===== config.mk =====
export PLATFORM = sky130hd
export DESIGN_NAME = perm_lru_sel
export DESIGN_NICKNAME = d
export VERILOG_FILES = /design/src/rtl/rp_pkg.sv /design/src/rtl/rp_lfsr.sv /design/src/rtl/rp_victim_pick.sv /design/src/rtl/rp_order_update.sv /design/src/rtl/perm_lru_sel.sv
export SDC_FILE = /design/constraint.sdc
export NUM_CORES = 1
export LEC_CHECK = 0
export BUFFER_PORTS_ARGS = -buffer_cell sky130_fd_sc_hd__buf_2
export CAP_MARGIN = 30
export CELL_PAD_IN_SITES_DETAIL_PLACEMENT = 0
export CELL_PAD_IN_SITES_GLOBAL_PLACEMENT = 2
export CORE_MARGIN = 1
export CORE_UTILIZATION = 30
export CTS_CLUSTER_DIAMETER = 30
export DETAILED_ROUTE_END_ITERATION = 16
export GPL_ROUTABILITY_DRIVEN = 0
export PLACE_DENSITY_LB_ADDON = 0.1
export SLEW_MARGIN = 20
export SYNTH_ARGS = -nofsm -noshare
export SYNTH_HDL_FRONTEND = slang
export SYNTH_SLANG_ARGS = --single-unit

===== constraint.sdc =====
create_clock -name clk -period 36.4 [get_ports clk]
set_input_delay 3.64 -clock clk [delete_from_list [all_inputs] [get_ports clk]]
set_output_delay 3.64 -clock clk [all_outputs]
set_load 0.02 [all_outputs]

===== src/rtl/rp_pkg.sv =====
package rp_pkg;

   localparam int MAXW = 4;

   typedef logic [1:0]           way_t;
   typedef way_t [MAXW-1:0]      order_t;   // [0] stalest
   typedef logic [4:0]           code_t;

   typedef enum logic [1:0] {
      MODE_LRU    = 2'd0,
      MODE_LRR    = 2'd1,
      MODE_RAND   = 2'd2,
      MODE_DIRECT = 2'd3
   } repl_mode_e;

   function automatic int fact(input int n);
      int r;
      r = 1;
      for (int i = 2; i <= MAXW; i++) if (i <= n) r = r * i;
      return r;
   endfunction

   function automatic int code_bits(input int n);
      return (n >= 4) ? 5 : (n == 3) ? 3 : 1;
   endfunction

   function automatic order_t ident_order();
      order_t o;
      for (int i = 0; i < MAXW; i++) o[i] = way_t'(i);
      return o;
   endfunction

   // rank -> order, out-of-range rank gives identity
   function automatic order_t decode_order(input code_t code, input int n);
      order_t avail, p;
      int     rank, f, d;
      avail = ident_order();
      p     = ident_order();
      rank  = int'(code);
      if (rank >= fact(n)) rank = 0;
      for (int i = 0; i < MAXW; i++) begin
         if (i < n) begin
            f = fact(n - 1 - i);
            d = 0;
            for (int k = 0; k < MAXW - 1; k++) begin
               if (k < n - 1 - i && rank >= f) begin
                  rank = rank - f;
                  d    = d + 1;
               end
            end
            p[i] = avail[d];
            for (int j = 0; j < MAXW - 1; j++)
               if (j >= d) avail[j] = avail[j+1];
         end
      end
      return p;
   endfunction

   function automatic code_t encode_order(input order_t p, input int n);
      int rank, d;
      rank = 0;
      for (int i = 0; i < MAXW; i++) begin
         if (i < n) begin
            d = 0;
            for (int j = 0; j < MAXW; j++)
               if (j > i && j < n && p[j] < p[i]) d = d + 1;
            rank = rank + d * fact(n - 1 - i);
         end
      end
      return code_t'(rank);
   endfunction

   function automatic order_t move_to_fresh(input order_t p, input way_t w, input int n);
      order_t o;
      int     k;
      o = p;
      k = 0;
      for (int i = 0; i < MAXW; i++) begin
         if (i < n && p[i] != w) begin
            o[k] = p[i];
            k = k + 1;
         end
      end
      o[n-1] = w;
      return o;
   endfunction

endpackage


===== src/rtl/rp_lfsr.sv =====
module rp_lfsr #(
   parameter int          W    = 8,
   parameter logic [W-1:0] TAPS = 8'hB8
) (
   input  logic         clk,
   input  logic         rst_n,
   output logic [W-1:0] value
);
   logic [W-1:0] lfsr_q;

   always_ff @(posedge clk) begin
      if (!rst_n) lfsr_q <= {{(W-1){1'b0}}, 1'b1};
      else if (lfsr_q[0]) lfsr_q <= (lfsr_q >> 1) ^ TAPS;
      else lfsr_q <= lfsr_q >> 1;
   end

   assign value = lfsr_q;

   a_r8_lfsr_alive: assert property (@(posedge clk) disable iff (!rst_n)
      lfsr_q != '0);
endmodule


===== src/rtl/rp_victim_pick.sv =====
module rp_victim_pick
   import rp_pkg::*;
#(
   parameter int WAYS   = 4,
   parameter int LFSR_W = 8
) (
   input  logic              clk,
   input  logic              rst_n,
   input  repl_mode_e        mode,
   input  order_t            order,
   input  logic [WAYS-1:0]   lock,
   input  way_t              dir_way,
   input  logic [LFSR_W-1:0] rnd,
   output way_t              victim,
   output logic              blocked
);
   logic [MAXW-1:0] lk;
   int              start;
   int              cand;

   always_comb begin
      lk = '1;
      lk[WAYS-1:0] = lock;
   end

   always_comb begin
      victim  = '0;
      blocked = 1'b1;
      start   = int'(rnd) % WAYS;
      cand    = 0;
      unique case (mode)
         MODE_LRU, MODE_LRR: begin
            for (int i = MAXW - 1; i >= 0; i--) begin
               if (i < WAYS && !lk[order[i]]) begin
                  victim  = order[i];
                  blocked = 1'b0;
               end
            end
         end
         MODE_RAND: begin
            for (int k = MAXW - 1; k >= 0; k--) begin
               if (k < WAYS) begin
                  cand = (start + k) % WAYS;
                  if (!lk[cand]) begin
                     victim  = way_t'(cand);
                     blocked = 1'b0;
                  end
               end
            end
         end
         default: begin
            victim  = dir_way;
            blocked = lk[dir_way];
         end
      endcase
   end

   a_r5_victim_unlocked: assert property (@(posedge clk) disable iff (!rst_n)
      !blocked |-> (!lk[victim] && int'(victim) < WAYS));
   a_r6_block_only_all_locked: assert property (@(posedge clk) disable iff (!rst_n)
      (blocked && mode != MODE_DIRECT) |-> (&lock));
endmodule


===== src/rtl/rp_order_update.sv =====
module rp_order_update
   import rp_pkg::*;
#(
   parameter int WAYS = 4,
   parameter int SW   = 5
) (
   input  logic          clk,
   input  logic          rst_n,
   input  logic          ld_en,
   input  logic [SW-1:0] ld_code,
   input  logic          upd_en,
   input  way_t          upd_way,
   output order_t        base_order,
   output logic [SW-1:0] state_q,
   output logic [SW-1:0] state_nxt
);
   localparam int NPERM = fact(WAYS);

   logic [SW-1:0] base_code;
   logic [SW-1:0] code_q;
   order_t        moved;

   assign base_code  = ld_en ? ld_code : code_q;
   assign base_order = decode_order(code_t'(base_code), WAYS);
   assign moved      = move_to_fresh(base_order, upd_way, WAYS);

   always_comb begin
      if (upd_en) state_nxt = SW'(encode_order(moved, WAYS));
      else        state_nxt = base_code;
   end

   always_ff @(posedge clk) begin
      if (!rst_n) code_q <= '0;
      else        code_q <= state_nxt;
   end

   assign state_q = code_q;

   order_t q_order;
   assign q_order = decode_order(code_t'(code_q), WAYS);

   a_r3_way_lands_fresh: assert property (@(posedge clk) disable iff (!rst_n)
      upd_en |=> (q_order[WAYS-1] == $past(upd_way)));
   a_r11_code_legal_after_update: assert property (@(posedge clk) disable iff (!rst_n)
      upd_en |=> (int'(code_q) < NPERM));
endmodule


===== src/rtl/perm_lru_sel.sv =====
module perm_lru_sel
   import rp_pkg::*;
#(
   parameter int          WAYS      = 4,
   parameter int          LFSR_W    = 8,
   parameter logic [7:0]  LFSR_TAPS = 8'hB8,
   localparam int         WW        = (WAYS > 2) ? 2 : 1,
   localparam int         SW        = code_bits(WAYS)
) (
   input  logic            clk,
   input  logic            rst_n,
   input  logic            acc_en,
   input  logic [WW-1:0]   acc_way,
   input  logic            fill_req,
   input  logic [1:0]      repl_mode,
   input  logic [WAYS-1:0] way_lock,
   input  logic            ld_en,
   input  logic [SW-1:0]   ld_code,
   output logic [WW-1:0]   victim_way,
   output logic            fill_block,
   output logic [SW-1:0]   state_q,
   output logic [SW-1:0]   state_nxt
);
   if (WAYS < 2 || WAYS > MAXW) begin : g_bad_ways
      $error("perm_lru_sel: WAYS must be 2..4");
   end
   if (LFSR_W != 8) begin : g_bad_lfsr
      $error("perm_lru_sel: LFSR_W must be 8 to match LFSR_TAPS");
   end

   repl_mode_e mode;
   order_t     base_order;
   way_t       acc_w;
   way_t       vic;
   logic       blk;
   logic [LFSR_W-1:0] rnd;
   logic       fill_go;
   logic       acc_go;
   logic       upd_en;
   way_t       upd_way;

   assign mode  = repl_mode_e'(repl_mode);
   assign acc_w = way_t'(acc_way);

   rp_lfsr #(.W(LFSR_W), .TAPS(LFSR_TAPS)) u_lfsr (
      .clk   (clk),
      .rst_n (rst_n),
      .value (rnd)
   );

   rp_victim_pick #(.WAYS(WAYS), .LFSR_W(LFSR_W)) u_pick (
      .clk     (clk),
      .rst_n   (rst_n),
      .mode    (mode),
      .order   (base_order),
      .lock    (way_lock),
      .dir_way (acc_w),
      .rnd     (rnd),
      .victim  (vic),
      .blocked (blk)
   );

   assign fill_go = fill_req && !blk;
   assign acc_go  = acc_en && (mode == MODE_LRU) && (int'(acc_w) < WAYS);
   assign upd_en  = fill_go || acc_go;
   assign upd_way = fill_go ? vic : acc_w;

   rp_order_update #(.WAYS(WAYS), .SW(SW)) u_upd (
      .clk        (clk),
      .rst_n      (rst_n),
      .ld_en      (ld_en),
      .ld_code    (ld_code),
      .upd_en     (upd_en),
      .upd_way    (upd_way),
      .base_order (base_order),
      .state_q    (state_q),
      .state_nxt  (state_nxt)
   );

   assign victim_way = WW'(vic);
   assign fill_block = blk;

   a_r7_access_ignored: assert property (@(posedge clk) disable iff (!rst_n)
      (acc_en && !fill_req && !ld_en && repl_mode != 2'd0) |=> $stable(state_q));
   a_r6_blocked_fill_holds: assert property (@(posedge clk) disable iff (!rst_n)
      (fill_req && fill_block && !acc_en && !ld_en) |=> $stable(state_q));
endmodule


Word level (Yosys, flattened, before mapping)
Index checks and enable logic that the tools add are counted.

Bits in registers: 13. Logic and storage cells: 187.

Muxes and demuxes: 102. Equality and inequality tests: 6. Order comparisons: 38. Bitwise operators: 4. Multipliers: 3. Reduce and logical (&&, ||, !) cells: 13. Add/sub/neg operators: 18.

Operators with widths (count): $mux W32 (20); $add A32 B2 Y32 const B (6); $lt A32 B4 Y1 const B (4); $ge A32 B4 Y1 const B (3); $sub A32 B4 Y32 const B (3); $ge A1 B32 Y1 const A (2); $ge A2 B32 Y1 const A (2); $ge A3 B32 Y1 const A (2); $ge A32 B1 Y1 const B (2); $ge A32 B3 Y1 const B (2); $mul A32 B32 Y5 (2); $sub A32 B3 Y32 const B (2); $mux W2 (23); $ge A32 B2 Y1 const B (1); $mul A32 B3 Y32 const B (1); $mux W5 (6); $mux W1 (29); $bwmux W8 (3); $bmux W1 S2 (9); $lt A2 B3 Y1 const B (6); $mux W8 (2); $bmux W2 S2 (3); $demux W2 S2 (3); $lt A2 B2 Y1 (6); 23 further kinds (42).

Longest topological paths before layout
Depth after elaboration: 54. Gate-level depth with buffers: 69.

Modules after synthesis
From an unflattened synthesis, not the netlist that was laid out.

Cell total of the unflattened synthesis: 735. Area total of the unflattened synthesis: 5505.3 um^2.

By module, submodules not included: rp_order_update (area each 4770.8 um^2, cells an instance 652, times used 1); rp_victim_pick (area each 441.7 um^2, cells an instance 59, times used 1); rp_lfsr (area each 237.7 um^2, cells an instance 19, times used 1); perm_lru_sel (area each 55.1 um^2, cells an instance 5, times used 1).

Least setup slack after synthesis
Ideal clock, no wire load.

Kind: input-to-output. Start: in ld_en. End: out state_nxt[4]. Data arrival time: 15525 ps. Required time: 32760 ps. Cell stages on the path: 57. Slack: 17235 ps. Path through: buf_6 > mux2_4 > o21ai_0 > ha_1 > buf_2 > a21boi_0 > or2_2 > inv_1 > ha_1 > buf_2 > a31oi_1 > a21boi_1 > mux2_2 > ha_1 > nand4_1 > a21oi_1 > and4b_1 > a21oi_4 > (+21 left out) > nor2b_1 > and3_1 > ha_1 > nor3b_1 > mux2i_1 > mux2i_1 > or3b_1 > a21o_1 > fa_1 > inv_1 > ha_1 > ha_1 > ha_1 > ha_1 > xor2_1 > xnor2_1 > nor2_1 > a21oi_1.

Cells in the longest elaborated chain, start to end: 54. Elaborated cells between the ends (all ways): 131.

Ends and longest elaborated chain: start: declaration (line perm_lru_sel.sv:17) `input logic ld_en,`; $mux W5 (*) (line rp_order_update.sv:23) `assign base_code = ld_en ? ld_code : code_q;`; $ge A5 B5 Y1 (line rp_pkg.sv:40) `if (rank >= fact(n)) rank = 0;`; $mux W5 (line rp_pkg.sv:40); $sub A32 B4 Y32 / $ge A32 B4 Y1 (equally long branches) (line rp_pkg.sv:47, rp_pkg.sv:46); $mux W32 (line rp_pkg.sv:46) `if (k < n - 1 - i && rank >= f) begin`; $sub A32 B4 Y32 / $ge A32 B4 Y1 (equally long branches) (line rp_pkg.sv:47, rp_pkg.sv:46); $mux W32 (line rp_pkg.sv:46); $sub A32 B4 Y32 / $ge A32 B4 Y1 (equally long branches) (line rp_pkg.sv:47, rp_pkg.sv:46); (+38 left out); $mux W32 (line rp_pkg.sv:66) `if (j > i && j < n && p[j] < p[i]) d = d + 1;`; $mux W32 (line rp_order_update.sv:28) `if (upd_en) state_nxt = SW'(encode_order(moved, WAYS));`; $mul A32 B32 Y5 (line rp_pkg.sv:67) `rank = rank + d * fact(n - 1 - i);`; $mux W5 (line rp_order_update.sv:28); $add A5 B5 Y5 (line rp_pkg.sv:67); $mux W5 (line rp_order_update.sv:28); $add A5 B5 Y5 (line rp_pkg.sv:67); $mux W5 (*) (line rp_order_update.sv:28); end: declaration (line perm_lru_sel.sv:22) `output logic [SW-1:0] state_nxt`.

Every way passes the cells marked *; elsewhere a longest branch is shown, timed or not. The select of a mux whose other input is x is not followed.

Worst setup path in the final report
Ends and elaborated chain as after synthesis.

==> impl_metrics.json <==
{
  "clk_pin_slew_ns": 0.04,
  "crit_path_top_delay_cell": "sky130_fd_sc_hd__mux2i_1",
  "worstHoldPathType": "reg -> reg",
  "avgViaCountPerCell": 5.643,
  "initial_drt_markers": 180,
  "cp-end-kind": "output port",
  "synth-warning-count": 0,
  "worstSetupPathType": "in -> out",
  "clockRootBuffer": "sky130_fd_sc_hd__clkbuf_16",
  "boundaryPins": 31,
  "numCtsBuffers": 3,
  "synthArstFlopShare": 0,
  "hold_viol": 0,
  "fin_skew_ns": 0.0003004,
  "finalMaxSlewViolations": 0,
  "grt_usage": 0.1748,
  "cts.path.max_buffers": 2,
  "mappedNetlistArea_um2": 3831,
  "via_count": 3815,
  "grt.met1_usage": 0.2536,
  "crit_cells": 55,
  "cp.arrival_ns": 17.53,
  "ctsHoldBuffers": 0,
  "die-width_um": 115.0,
  "cpLargestDelayFamily": "adder cells",
  "critical_path.max_fanout": 15,
  "clk_lat_worst_skew_ns": 0.24,
  "grt_first_pass_wirelength_um": 18750,
  "post-route-cell-area_um2": 4158,
  "placed_area_um2": 4071,
  "layout-drive-gt1-share": 0.2008,
  "finalWorstPathRequiredPeriod_ns": 21.17,
  "yosys_most_used_dff": "sky130_fd_sc_hd__dfxtp_1",
  "largest_net_degree_at_the_start_of_global_routing": 16,
  "grt_util_met3": 0.01740,
  "ant_nets": 0,
  "critPathMostFrequentCell": "sky130_fd_sc_hd__ha_1",
  "core-area_um2": 12210,
  "die_height_um": 115.0,
  "number_of_buffers_and_inverters_on_the_critical_path": 7,
  "drv_cap": 0,
  "synth_fp_nets": 545,
  "portBuffers": 30,
  "hpwl_after_detailed_placement_um": 9179,
  "wl_per_cell_um": 16.74,
  "critical_path.max_stage_delay_ns": 0.65,
  "detail_route.first_pass.iterations": 5,
  "rsz0062_at_grt": "no",
  "global_route.peak_usage_layer": "met2",
  "top_cell_type_s_share_of_synthesized_area": 0.1045,
  "cts_repair_resized_insts": 0,
  "synth.avg_cell_area_um2": 7.771,
  "worst-slew-pin-transition_ns": 0.8255,
  "area_leader_netlist": "sky130_fd_sc_hd__ha_1",
  "worst_r2r_src": "u_upd.state_q[3]$_SDFF_PN0_",
  "preCtsSetupSlack_ns": 15.21,
  "postSynthRegisterBits": 13,
  "route.detailed.drc": 0,
  "die_area_um2": 13230,
  "layout-area-overhead-vs-synth_pct": 8.524,
  "final.period_utilization": 0.5817,
  "grt_pass1_vias": 3604,
  "num-nets-final": 561,
  "run_status": "completed",
  "globalRouteOverflowTotal": 0,
  "layout_setup_ws_ns": 15.23,
  "critical_path.startpoint_type": "input port",
  "final.setup.tns_ns": 0,
  "drt_wl_total_um": 11320,
  "achievable-frequency_mhz": 47.23,
  "inserted_diodes": 0,
  "initial_antenna_violation_count": 0,
  "crit_path_end": "state_nxt[4]",
  "reg2reg_depth": 54,
  "register_area_share_after_synthesis": 0.06793,
  "synthTopCellsByArea": "sky130_fd_sc_hd__ha_1 10%, sky130_fd_sc_hd__dfxtp_1 6.8%, sky130_fd_sc_hd__a21oi_1 4.3%",
  "r2r_end": "u_upd.state_q[4]$_SDFF_PN0_",
  "clkSinkCount": 13,
  "placement_rows": 40,
  "crit_required_ns": 32.76,
  "reg_to_reg_slack_setup_ns": 22.50,
  "synth.distinct_cells": 104,
  "setup.worst_path.start": "ld_en",
  "met2_usage": 0.2843,
  "source_of_the_worst_hold_timing_path": "u_lfsr.value[2]$_SDFF_PN0_",
  "whs_ns": 0.4294,
  "floorplan.initialDensity": 0.3137,
  "timing.max_slew.rel_slack": 0.4437,
  "setup_viol": 0,
  "cts_htree_levels": 1,
  "tritoncts": "done",
  "synth_edf_count": 0,
  "post_synth_inst_count": 493,
  "number_of_buffers_inserted_to_repair_setup_after_cts": 0
}
## per-stage QoR
step | utilization | cells
after floorplan | - | 493
after global placement | 0.3334 | 671
after detailed placement | 0.3334 | 671
after CTS | 0.3399 | 675
after global routing | 0.3405 | 676
final | 0.3405 | 676
## registers in the layout (all words and copies together) (netlist names)
register	flops
u_upd.state_q	5
u_lfsr.value	8
## Yosys cell counts, types with 4 or more instances
library cell,instances
sky130_fd_sc_hd__or3_1,4
sky130_fd_sc_hd__and3_1,9
sky130_fd_sc_hd__nor3_1,9
sky130_fd_sc_hd__a31oi_1,8
sky130_fd_sc_hd__o31ai_1,6
sky130_fd_sc_hd__a211oi_1,4
sky130_fd_sc_hd__clkbuf_1,11
sky130_fd_sc_hd__a31o_2,4
sky130_fd_sc_hd__or2_2,4
sky130_fd_sc_hd__o21ai_0,16
sky130_fd_sc_hd__o2111ai_1,4
sky130_fd_sc_hd__nor4_1,5
sky130_fd_sc_hd__ha_1,32
sky130_fd_sc_hd__nor2_1,33
sky130_fd_sc_hd__inv_1,31
sky130_fd_sc_hd__o21a_1,4
sky130_fd_sc_hd__nand2_1,40
sky130_fd_sc_hd__and2_1,11
sky130_fd_sc_hd__o211ai_1,9
sky130_fd_sc_hd__xnor2_1,17
sky130_fd_sc_hd__nand4_1,8
sky130_fd_sc_hd__buf_6,4
sky130_fd_sc_hd__mux2_4,4
sky130_fd_sc_hd__a21o_1,8
sky130_fd_sc_hd__mux2i_1,13
sky130_fd_sc_hd__dfxtp_1,13
sky130_fd_sc_hd__mux2_2,9
sky130_fd_sc_hd__nand3_1,13
sky130_fd_sc_hd__nand2b_1,6
sky130_fd_sc_hd__a21oi_1,33
## worst min-delay path by stage
| stage | end | slack [ns] | cells past startpoint |
|---|---|---|---|
| 4_1_cts | u_lfsr.value[1]$_SDFF_PN0_ | 0.44 | 1 |
| 5_1_grt | u_lfsr.value[1]$_SDFF_PN0_ | 0.44 | 1 |
| 3_3_place_gp | u_lfsr.value[2]$_SDFF_PN0_ | 0.42 | 1 |
| 3_5_place_dp | u_lfsr.value[6]$_SDFF_PN0_ | 0.42 | 1 |
| 2_1_floorplan | u_lfsr.value[1]$_SDFF_PN0_ | 0.41 | 1 |
| 6_report | u_lfsr.value[1]$_SDFF_PN0_ | 0.43 | 1 |
## per-layer routing
metal  vias up  share of wire  wire (um)
met5         -              0          0
met4         0         0.0041         46
met3         6          0.034        390
met2        78           0.45       5099
met1      1820           0.51       5781
li1       1911              -          -
## layout by cell type (no fill, tap or decap), types with 4 or more instances in the layout
master / n
sky130_fd_sc_hd__o2111ai_1: 4
sky130_fd_sc_hd__o21ai_0: 16
sky130_fd_sc_hd__o31ai_1: 6
sky130_fd_sc_hd__ha_1: 32
sky130_fd_sc_hd__nand4_1: 8
sky130_fd_sc_hd__a31oi_1: 8
sky130_fd_sc_hd__inv_1: 31
sky130_fd_sc_hd__mux2_4: 4
sky130_fd_sc_hd__or3_1: 4
sky130_fd_sc_hd__a31o_2: 4
sky130_fd_sc_hd__and3_1: 9
sky130_fd_sc_hd__a21oi_1: 33
sky130_fd_sc_hd__buf_2: 30
sky130_fd_sc_hd__nor2_1: 33
sky130_fd_sc_hd__o21a_1: 4
sky130_fd_sc_hd__nand2b_1: 6
sky130_fd_sc_hd__a211oi_1: 4
sky130_fd_sc_hd__or2_2: 4
sky130_fd_sc_hd__dfxtp_1: 13
sky130_fd_sc_hd__a21o_1: 8
sky130_fd_sc_hd__nand2_1: 40
sky130_fd_sc_hd__xnor2_1: 17
sky130_fd_sc_hd__nor3_1: 9
sky130_fd_sc_hd__o211ai_1: 9
sky130_fd_sc_hd__nor4_1: 5
sky130_fd_sc_hd__and2_1: 11
sky130_fd_sc_hd__mux2i_1: 13
sky130_fd_sc_hd__nand3_1: 13
sky130_fd_sc_hd__mux2_2: 9
## final cells by class
| type | count | area, um2 |
|---|---|---|
| flip-flops and latches | 13 | 260.3 |
| inverters | 31 | 116.4 |
| well taps | 168 | 210.2 |
| repair buffers | 32 | 165.2 |
| clock buffers | 4 | 78.83 |
| fillers | 1348 | 8054 |
| multi-input cells | 428 | 3327 |
## worst register-to-register path, delay by kind of cell, from the launching register on
family | cells | cell delay [ns]
compound gates | 11 | 3.12
xor+xnor | 3 | 0.52
flops | 1 | 0.35
buf+inv | 5 | 0.57
mux | 6 | 2.05
simple gates | 17 | 3.64
fa+ha+maj | 12 | 3.57
## logic make-up after synthesis
| kind of cell | count (synthesis) | share of synthesized area |
|---|---|---|
| and+or+nand+nor | 181 | 0.2681 |
| adders and majority gates | 34 | 0.1150 |
| DFF | 13 | 0.06793 |
| xor gates and xnor gates | 21 | 0.05160 |
| buffers and inverters | 52 | 0.06368 |
| AOI/OAI and AO/OA | 162 | 0.3416 |
| muxes | 30 | 0.09210 |
Power is left out: the tool's default activity adds up to more than one toggle a clock period on the data nets, which glitch-free logic cannot reach.
